==> config.mk <==
export PLATFORM = sky130hd
export DESIGN_NAME = dmx_slot_receiver
export DESIGN_NICKNAME = d
export VERILOG_FILES = /design/src/rtl/dmx_rx_pkg.sv /design/src/rtl/dmx_line_sync.sv /design/src/rtl/dmx_char_rx.sv /design/src/rtl/dmx_slot_store.sv /design/src/rtl/dmx_slot_receiver.sv
export SDC_FILE = /design/constraint.sdc
export NUM_CORES = 2
export LEC_CHECK = 0
export CAP_MARGIN = 10
export CELL_PAD_IN_SITES_DETAIL_PLACEMENT = 0
export CELL_PAD_IN_SITES_GLOBAL_PLACEMENT = 2
export CORE_UTILIZATION = 46
export CTS_CLUSTER_SIZE = 20
export DETAILED_ROUTE_END_ITERATION = 6
export MAX_ROUTING_LAYER = met4
export PLACE_DENSITY_LB_ADDON = 0.1
export RECOVER_POWER = 25
export SYNTH_ARGS = -nofsm -noshare
export SYNTH_HDL_FRONTEND = slang
export SYNTH_MEMORY_MAX_BITS = 65536
export SYNTH_SLANG_ARGS = --single-unit
==> constraint.sdc <==
create_clock -name clk -period 9.05 [get_ports clk]
set_clock_uncertainty 0.05 [all_clocks]
set_input_delay 1.3575 -clock clk [delete_from_list [all_inputs] [get_ports clk]]
set_output_delay 1.3575 -clock clk [all_outputs]
set_load 0.02 [all_outputs]
==> src/rtl/dmx_rx_pkg.sv <==
// Package: shared types and constants for the DMX512 slot receiver.
// Assumes: nothing; holds only definitions.
package dmx_rx_pkg;

    // Nominal DMX512 line rate in bits per second.
    localparam int unsigned DMX_LINE_BAUD = 250_000;

    // Number of slots kept: start code plus 512 channels plus two spare.
    localparam int unsigned DMX_SLOTS = 515;

    // Character receiver phases.
    typedef enum logic [2:0] {
        RX_IDLE  = 3'd0,   // hunting for a low start bit
        RX_START = 3'd1,   // inside the start bit
        RX_DATA  = 3'd2,   // inside one of the eight data bits
        RX_STOP1 = 3'd3,   // inside the first stop bit
        RX_STOP2 = 3'd4,   // inside the second stop bit
        RX_HOLD  = 3'd5    // after a framing error, waiting for idle-high
    } rx_phase_t;

endpackage

==> src/rtl/dmx_line_sync.sv <==
// Module: dmx_line_sync
// Brings the asynchronous receive line into the clock domain through a
// chain of STAGES flops. Resets to the idle-high level so that reset
// release never looks like a start bit.
// Assumes: STAGES >= 2.
module dmx_line_sync #(
    parameter int unsigned STAGES = 2
) (
    input  logic clk,
    input  logic rst_n,
    input  logic line_i,
    output logic line_o
);

    logic [STAGES-1:0] chain;

    // Shift the raw line through the synchroniser chain.
    always_ff @(posedge clk) begin
        if (!rst_n) begin
            chain <= '1;
        end else begin
            chain <= {chain[STAGES-2:0], line_i};
        end
    end

    assign line_o = chain[STAGES-1];

endmodule

==> src/rtl/dmx_char_rx.sv <==
// Module: dmx_char_rx
// Deserialises one character: a start bit, eight data bits with the least
// significant bit first, and two stop bits. It takes three samples around
// the middle of every bit and decides the bit by majority vote. A low stop
// bit raises a framing error and parks the receiver until the line is high
// again. Disagreeing samples in a good character set a noise flag that is
// returned with the byte.
// Assumes: CLKS_PER_BIT >= 8; line_i is already synchronised.
module dmx_char_rx
    import dmx_rx_pkg::*;
#(
    parameter int unsigned CLKS_PER_BIT = 256
) (
    input  logic       clk,
    input  logic       rst_n,
    input  logic       line_i,
    output logic       byte_vld_o,
    output logic [7:0] byte_o,
    output logic       noisy_o,
    output logic       ferr_o
);

    localparam int unsigned CW  = $clog2(CLKS_PER_BIT);
    localparam int unsigned MID = CLKS_PER_BIT / 2;

    rx_phase_t   phase;
    logic [CW-1:0] cnt;
    logic [2:0]  bit_idx;
    logic [7:0]  shreg;
    logic        smp_a;
    logic        smp_b;
    logic        noisy;

    logic at_a, at_b, at_eval, at_end;
    logic vote, agree;

    // Decode the sample points within the current bit and form the vote.
    always_comb begin
        at_a    = (cnt == CW'(MID - 1));
        at_b    = (cnt == CW'(MID));
        at_eval = (cnt == CW'(MID + 1));
        at_end  = (cnt == CW'(CLKS_PER_BIT - 1));
        vote    = (smp_a & smp_b) | (smp_a & line_i) | (smp_b & line_i);
        agree   = (smp_a == smp_b) && (smp_b == line_i);
    end

    // Phase sequencing, sampling, shifting and result pulses.
    always_ff @(posedge clk) begin
        if (!rst_n) begin
            phase      <= RX_IDLE;
            cnt        <= '0;
            bit_idx    <= '0;
            shreg      <= '0;
            smp_a      <= 1'b1;
            smp_b      <= 1'b1;
            noisy      <= 1'b0;
            byte_vld_o <= 1'b0;
            byte_o     <= '0;
            noisy_o    <= 1'b0;
            ferr_o     <= 1'b0;
        end else begin
            byte_vld_o <= 1'b0;
            noisy_o    <= 1'b0;
            ferr_o     <= 1'b0;
            case (phase)
                RX_IDLE: begin
                    cnt     <= '0;
                    bit_idx <= '0;
                    noisy   <= 1'b0;
                    if (!line_i) begin
                        phase <= RX_START;
                    end
                end
                RX_HOLD: begin
                    cnt <= '0;
                    if (line_i) begin
                        phase <= RX_IDLE;
                    end
                end
                default: begin
                    cnt <= at_end ? '0 : cnt + 1'b1;
                    if (at_a) smp_a <= line_i;
                    if (at_b) smp_b <= line_i;
                    if (at_end) begin
                        if (phase == RX_START) begin
                            phase <= RX_DATA;
                        end else if (phase == RX_DATA) begin
                            bit_idx <= bit_idx + 1'b1;
                            if (bit_idx == 3'd7) phase <= RX_STOP1;
                        end else if (phase == RX_STOP1) begin
                            phase <= RX_STOP2;
                        end
                    end
                    if (at_eval) begin
                        if (!agree) noisy <= 1'b1;
                        if (phase == RX_START) begin
                            if (vote) phase <= RX_IDLE;
                        end else if (phase == RX_DATA) begin
                            shreg <= {vote, shreg[7:1]};
                        end else if (phase == RX_STOP1) begin
                            if (!vote) begin
                                ferr_o <= 1'b1;
                                phase  <= RX_HOLD;
                            end
                        end else if (phase == RX_STOP2) begin
                            if (!vote) begin
                                ferr_o <= 1'b1;
                                phase  <= RX_HOLD;
                            end else begin
                                byte_vld_o <= 1'b1;
                                byte_o     <= shreg;
                                noisy_o    <= noisy | ~agree;
                                phase      <= RX_IDLE;
                            end
                        end
                    end
                end
            endcase
        end
    end

endmodule

==> src/rtl/dmx_slot_store.sv <==
// Module: dmx_slot_store
// Holds the slot array and the write position. A good character is written
// at the position and the position advances, wrapping after DEPTH-1. A
// framing error returns the position to 0 and arms the frame-start pulse,
// which fires on the next good character. It keeps a copy of index 1 for
// the first-channel output and gives a registered read port.
// Assumes: DEPTH >= 2; a framing error and a good character never coincide.
module dmx_slot_store #(
    parameter int unsigned DEPTH = 515,
    parameter int unsigned AW    = $clog2(DEPTH)
) (
    input  logic          clk,
    input  logic          rst_n,
    input  logic          byte_vld_i,
    input  logic [7:0]    byte_i,
    input  logic          ferr_i,
    input  logic [AW-1:0] rd_addr_i,
    output logic [7:0]    rd_data_o,
    output logic [7:0]    slot1_o,
    output logic [AW-1:0] wr_ptr_o,
    output logic          frame_start_o
);

    logic [7:0] mem [DEPTH];
    logic       armed;

    // Write a good character into the array.
    always_ff @(posedge clk) begin
        if (byte_vld_i) begin
            mem[wr_ptr_o] <= byte_i;
        end
    end

    // Registered read of the selected index; out-of-range reads return 0.
    always_ff @(posedge clk) begin
        if (!rst_n) begin
            rd_data_o <= '0;
        end else if (rd_addr_i < AW'(DEPTH)) begin
            rd_data_o <= mem[rd_addr_i];
        end else begin
            rd_data_o <= '0;
        end
    end

    // Position, frame-start arming and the first-channel copy.
    always_ff @(posedge clk) begin
        if (!rst_n) begin
            wr_ptr_o      <= '0;
            armed         <= 1'b0;
            slot1_o       <= '0;
            frame_start_o <= 1'b0;
        end else begin
            frame_start_o <= 1'b0;
            if (ferr_i) begin
                wr_ptr_o <= '0;
                armed    <= 1'b1;
            end else if (byte_vld_i) begin
                wr_ptr_o      <= (wr_ptr_o == AW'(DEPTH - 1)) ? '0 : wr_ptr_o + 1'b1;
                frame_start_o <= armed;
                armed         <= 1'b0;
                if (wr_ptr_o == AW'(1)) begin
                    slot1_o <= byte_i;
                end
            end
        end
    end

endmodule

==> src/rtl/dmx_slot_receiver.sv <==
// Module: dmx_slot_receiver (top)
// DMX512 receive path: line synchroniser, character deserialiser and slot
// store. The bit period is CLK_HZ / BAUD_HZ clocks.
// Assumes: CLK_HZ / BAUD_HZ >= 8; rx_i idles high.
module dmx_slot_receiver
    import dmx_rx_pkg::*;
#(
    parameter int unsigned CLK_HZ  = 64_000_000,
    parameter int unsigned BAUD_HZ = DMX_LINE_BAUD,
    parameter int unsigned DEPTH   = DMX_SLOTS,
    parameter int unsigned SYNC_STAGES = 2,
    localparam int unsigned AW     = $clog2(DEPTH)
) (
    input  logic          clk,
    input  logic          rst_n,
    input  logic          rx_i,
    input  logic [AW-1:0] rd_addr_i,
    output logic [7:0]    rd_data_o,
    output logic [7:0]    slot1_o,
    output logic [AW-1:0] wr_ptr_o,
    output logic          frame_start_o,
    output logic          frame_err_o,
    output logic          noise_err_o
);

    localparam int unsigned CLKS_PER_BIT = CLK_HZ / BAUD_HZ;

    logic       rx_sync;
    logic       rx_vld;
    logic [7:0] rx_byte;
    logic       rx_noisy;
    logic       rx_ferr;

    dmx_line_sync #(.STAGES(SYNC_STAGES)) u_sync (
        .clk    (clk),
        .rst_n  (rst_n),
        .line_i (rx_i),
        .line_o (rx_sync)
    );

    dmx_char_rx #(.CLKS_PER_BIT(CLKS_PER_BIT)) u_char (
        .clk        (clk),
        .rst_n      (rst_n),
        .line_i     (rx_sync),
        .byte_vld_o (rx_vld),
        .byte_o     (rx_byte),
        .noisy_o    (rx_noisy),
        .ferr_o     (rx_ferr)
    );

    dmx_slot_store #(.DEPTH(DEPTH), .AW(AW)) u_store (
        .clk           (clk),
        .rst_n         (rst_n),
        .byte_vld_i    (rx_vld),
        .byte_i        (rx_byte),
        .ferr_i        (rx_ferr),
        .rd_addr_i     (rd_addr_i),
        .rd_data_o     (rd_data_o),
        .slot1_o       (slot1_o),
        .wr_ptr_o      (wr_ptr_o),
        .frame_start_o (frame_start_o)
    );

    assign frame_err_o = rx_ferr;
    assign noise_err_o = rx_noisy;

endmodule

**Word level (Yosys, flattened, before mapping)**

Memory sizes are Yosys's and may differ from the RTL's. A register that Yosys moved wholly into a read port is not among the register bits.
Cells that the tools add are included.
Widths: inputs -> output; s select.

- Memory bits (read-only): 0
- Output and inout port bits: 29
- Bits in registers: 58
- Bits in latches: 0
- Bits in writable memories: 4120
- Memories kept: 1
- Bits of input ports: 13

- Magnitude comparators: 1
- Reductions and logical operators: 23
- Equality and inequality tests: 18
- $add $sub $neg: 3
- Bitwise operators: 18
- Multiply operators: 0
- Divide/modulo/power cells: 0
- Shift operators: 0
- Muxes and demuxes: 32

Memory list:

| name | depth | bits a word | rd ports | clocked after memory_dff | write ports | RTL line | source |
|---|---|---|---|---|---|---|---|
| u_store.mem | 515 | 8 | 1 | 1 | 1 | dmx_slot_store.sv:24 | `logic [7:0] mem [DEPTH];` |

Operator list:

| operator | count |
|---|---|
| $mux 3 | 18 |
| $eq 8x8->1 const B | 3 |
| $not 1->1 | 12 |
| $pmux 3 s2 | 2 |
| $add 10x1->10 const B | 1 |
| $eq 10x1->1 const B | 1 |
| $eq 10x10->1 const B | 1 |
| $lt 10x10->1 const B | 1 |
| $mux 1 | 10 |
| $mux 10 | 1 |
| $eq 3x3->1 const B | 3 |
| $reduce_or 9->1 | 1 |
| $add 8x1->8 const B | 1 |
| $eq 8x7->1 const B | 1 |
| $ne 2x2->1 const B | 4 |
| $reduce_and 2->1 | 4 |
| $reduce_and 4->1 | 2 |
| $reduce_bool 2->1 | 4 |
| $reduce_or 8->1 | 1 |
| $reduce_and 7->1 | 1 |
| $eq 3x2->1 const B | 2 |
| $reduce_and 3->1 | 2 |
| $reduce_or 6->1 | 1 |
| $reduce_or 2->1 | 2 |
| other kinds (11) | 16 |

**Logic depth before layout (Yosys ltp)**

- Word-level depth: 11
- Mapped depth: 15
- Gate-level depth less buffers: 8

**Cells and area by module**

Synthesis repeated with hierarchy kept, for this count alone.

- Cells, all modules: 7825
- Area, all modules: 163279.1 um^2

Modules (own cells, without submodules):

| module | times used | cells an instance | area each (um^2) | seq. area each (um^2) |
|---|---|---|---|---|
| dmx_slot_store | 1 | 7641 | 161483.6 | 124279.2 |
| dmx_char_rx | 1 | 180 | 1742.9 | 720.7 |
| dmx_line_sync | 1 | 4 | 52.6 | 40.0 |

**Least setup slack after synthesis**

Ideal clock, no wire load.

- Kind: flip-flop to flip-flop
- Start point: register u_char.byte_o[0]
- End point: memory u_store.mem[0][0] (data pin)
- Setup slack: 0.915 ns
- Cell stages (with the launch flop): 1
- Setup time: 1.520 ns
- Arrival: 6.565 ns
- Data required time: 7.480 ns
- Path through: dfxtp_1

RTL lines:

| item | RTL line | source |
|---|---|---|
| start, declared | dmx_char_rx.sv:18 | `output logic [7:0] byte_o,` |
| start signal, assigned | dmx_char_rx.sv:111 | `byte_o <= shreg;` |
| end, declared | dmx_slot_store.sv:24 |  |

No word-level cell before the write port.

**Final worst setup path**

- Start point: register u_char.byte_o[1]
- End point: memory u_store.mem[437][1] (data pin)

No word-level cell before the write port.

==> qor.yml <==
synth:
  synth_compound_area_share_pct: 2.94
  yosys.area_share.simple_pct: 2.88
  ys_seq_elements: 4186
  synthXorXnorAreaFrac_pct: 0.0700
  async_flop_share_pct: 0
  avgSynthCellArea_sq_um: 20.7
  netlist_instances: 7845
  ys.flop_type: "edfxtp_1"
  synth.distinct_cells: 76
  seq_area_frac_synth_pct: 76.9
  synth_nets: 7869
  synth_fa_ha_area_share_pct: 0.0846
  synth-warning-count: 0
  synth_enable_flop_cells: 4120
  synth_top_family_by_area: "multiplexers"
  synth_mux_area_share_pct: 15.4
  syn_area_sq_um: 163000
pwr:
  ir_worst_vdd_mv: 0.173
  p_leak_nw: 57.6
  power_density_nw_per_um2: 221
status:
  status: "finished with violations"
  violations: "design-rule violations, max-capacitance violations, max-slew violations"
timing:
  timing.final.ws_setup_ns: 2.46
  finalCritPeriodShare_pct: 72.8
  tns_ns: 0
  slew_viol_final: 2178
  worst_slew_pin_slew_ns: 4.27
  fmax_ghz: 0.152
  setup_viol: 0
  slew_headroom_pct: -184
  hold_viol_final: 0
  rsz0062_at_grt: "false"
  period_minus_slack_ns: 6.59
detailed_routing:
  drc: 1
  vias: 84500
  drt_first_pass_iters: 7
  drt_iter0_markers: 11900
  ant_nets: 0
  totalWireLength_mm: 524
  vias_per_cell: 6.42
  wl_per_cell_um: 39.8
critical_path:
  required_ns: 9.62
  crit_chain: "clkbuf_1 > buf_4"
  critPathArrivalTime_ns: 7.15
  cp_slowest_stage_delay_ns: 3.03
  cp_slowest_cell: "clkbuf_1"
  critical_path_peak_fanout: 84
  cp_num_buf_inv: 2
  critPathTopFamily: "buffers and inverters"
  end_kind: "flip-flop"
  criticalPathCategory: "reg2reg"
  startpoint_type: "flip-flop"
cts:
  clockRootBuffer: "clkbuf_16"
  cts_buffer_depth: 4
  holdBufCountCts: 0
  cts.clk_slew.worst_paths_ns: 0.06
  cts_tree: "yes"
  numClockSinks: 4186
  cts_setup_buffers: 0
  cts-resized-gates: 0
  numCtsBuffers: 439
  clk_latency_ns: 0.98
  ctsHtreeMaxLevel: 5
job:
  cap_violations: 27
placed_design:
  routabilityCongestion: 0.892
  place_hpwl_mm: 323
  placed_cell_area_sq_um: 169000
  post-place-ws_ns: 2.78
  port_buffers: 41
finish:
  area_growth_pct: 12.3
  final_nets: 8084
  drive_above_1_share_pct: 21.9
  finalInstanceArea_sq_um: 183000
floorplanning:
  initial_core_util_pct: 46.4
  rows: 217
  coreArea_sq_um: 351000
  die_h_um: 597
  ioPinCount: 42
  die_area_sq_um: 356000
  die_x_um: 597
grt:
  grt_max_degree: 177
  antenna_found_initial: 38
  grt-ovfl-total: 0
  grt.total_usage_pct: 30.2
  grt_pass1_vias: 82700
  grt_pass1_wl_mm: 715
worst_hold_path:
  min_path_type: "reg2reg"
power by group:
| group | switching (mW) | internal [mW] |
|---|---|---|
| Combinational | 1.13 | 0.607 |
| Clock | 7.60 | 10.1 |
| Sequential | 0.0105 | 21.0 |
cells by family (layout without fill, tap and decap cells):
kind of cell               after synthesis  count (layout)
AOI/OAI and AO/OA                      685             685
xor gates and xnor gates                13              13
adders and majority gates               11              11
buffers and inverters                  514            1096
DFF                                   4186            4186
muxes                                 1326            1326
other                                    0              20
and+or+nand+nor                       1110            1110
layer usage:
| layer | track usage, % | vias to the layer above | routed length [um] |
|---|---|---|---|
| li1 | - | 33100 | - |
| met1 | 42.6 | 46300 | 216000 |
| met2 | 45.0 | 4305 | 243000 |
| met3 | 5.19 | 761 | 46000 |
| met4 | 10.1 | 0 | 19300 |
| met5 | - | - | 0 |
worst reg2reg max path: stages (launching register included):
cell	delay [ns]
dfxtp_1	1.82
clkbuf_1	3.05
buf_4	1.21
stage by stage:
step	total power, mW	instances	hold WS (ns)	utilization [%]
floorplan	22.4	7845	0.336	-
global placement	23.1	12300	0.345	48.1
detailed placement	23.1	12300	0.348	48.2
CTS	40.5	13100	0.362	52.1
global route	41.3	13100	0.394	52.1
finish	40.4	13200	0.358	52.1
Yosys cell counts (40+ instances only):
cell         n  area share (%)
nand2_1    217            0.50
buf_6       43            0.30
edfxtp_1  4120              76
o22ai_1     72            0.28
nand3_1     87            0.27
buf_1       40           0.092
mux2i_1    361             2.2
mux4_2     945              13
a221oi_1    72            0.39
dfxtp_1     66            0.81
nor2_1     648             1.5
buf_4       58            0.27
o221ai_1    50            0.27
buf_2      118            0.36
o21ai_0     85            0.26
a22oi_1     91            0.42
a21oi_1    128            0.39
clkbuf_1   228            0.53
cells in the final DEF, fill, tap and decap left out, types with 72 or more instances in the layout:
master,synthesis,final
a21oi_1,128,128
a221oi_1,72,72
a22oi_1,91,91
buf_4,58,183
clkbuf_1,228,109
clkbuf_16,0,448
clkinv_1,1,117
clkinv_2,0,75
edfxtp_1,4120,4120
mux2i_1,361,361
mux4_2,945,945
nand2_1,217,210
nor2_1,648,644
o21ai_0,85,84
o22ai_1,72,72
layout make-up:
cell class,instances,area (sq um)
Clock buffer,544,11600
Inverter,17,82.6
Tap cell,4708,5890
Sequential cell,4186,125000
Timing Repair Buffer,271,2430
Multi-Input combinational cell,3145,35200
Clock inverter,264,2300
Fill cell,27600,168000
Antenna cell,20,50.0
sequential cells by signal (all words and copies together) (netlist names), 2 cells and up:
name and count:
u_sync.chain 2, u_store.wr_ptr_o 10, u_char.shreg 8, u_char.cnt 8, u_char.bit_idx 3, u_char.byte_o 8
u_store.rd_data_o 8, u_store.mem 4120, u_store.slot1_o 8, u_char.phase 3
final timing paths:
path | cells after the start | from | slack, ns | to
worst min-delay path | 1 | u_sync.chain[0]$_SDFF_PN1_ | 0.36 | u_sync.chain[1]$_SDFF_PN1_
worst min register to register | 1 | u_sync.chain[0]$_SDFF_PN1_ | 0.36 | u_sync.chain[1]$_SDFF_PN1_
worst max-delay path | 2 | u_char.byte_o[1]$_SDFFE_PN0P_ | 2.46 | u_store.mem[437][1]$_DFFE_PP_
worst max register to register | 2 | u_char.byte_o[1]$_SDFFE_PN0P_ | 2.46 | u_store.mem[437][1]$_DFFE_PP_
No activity file was read; power rests on OpenSTA's default activity.
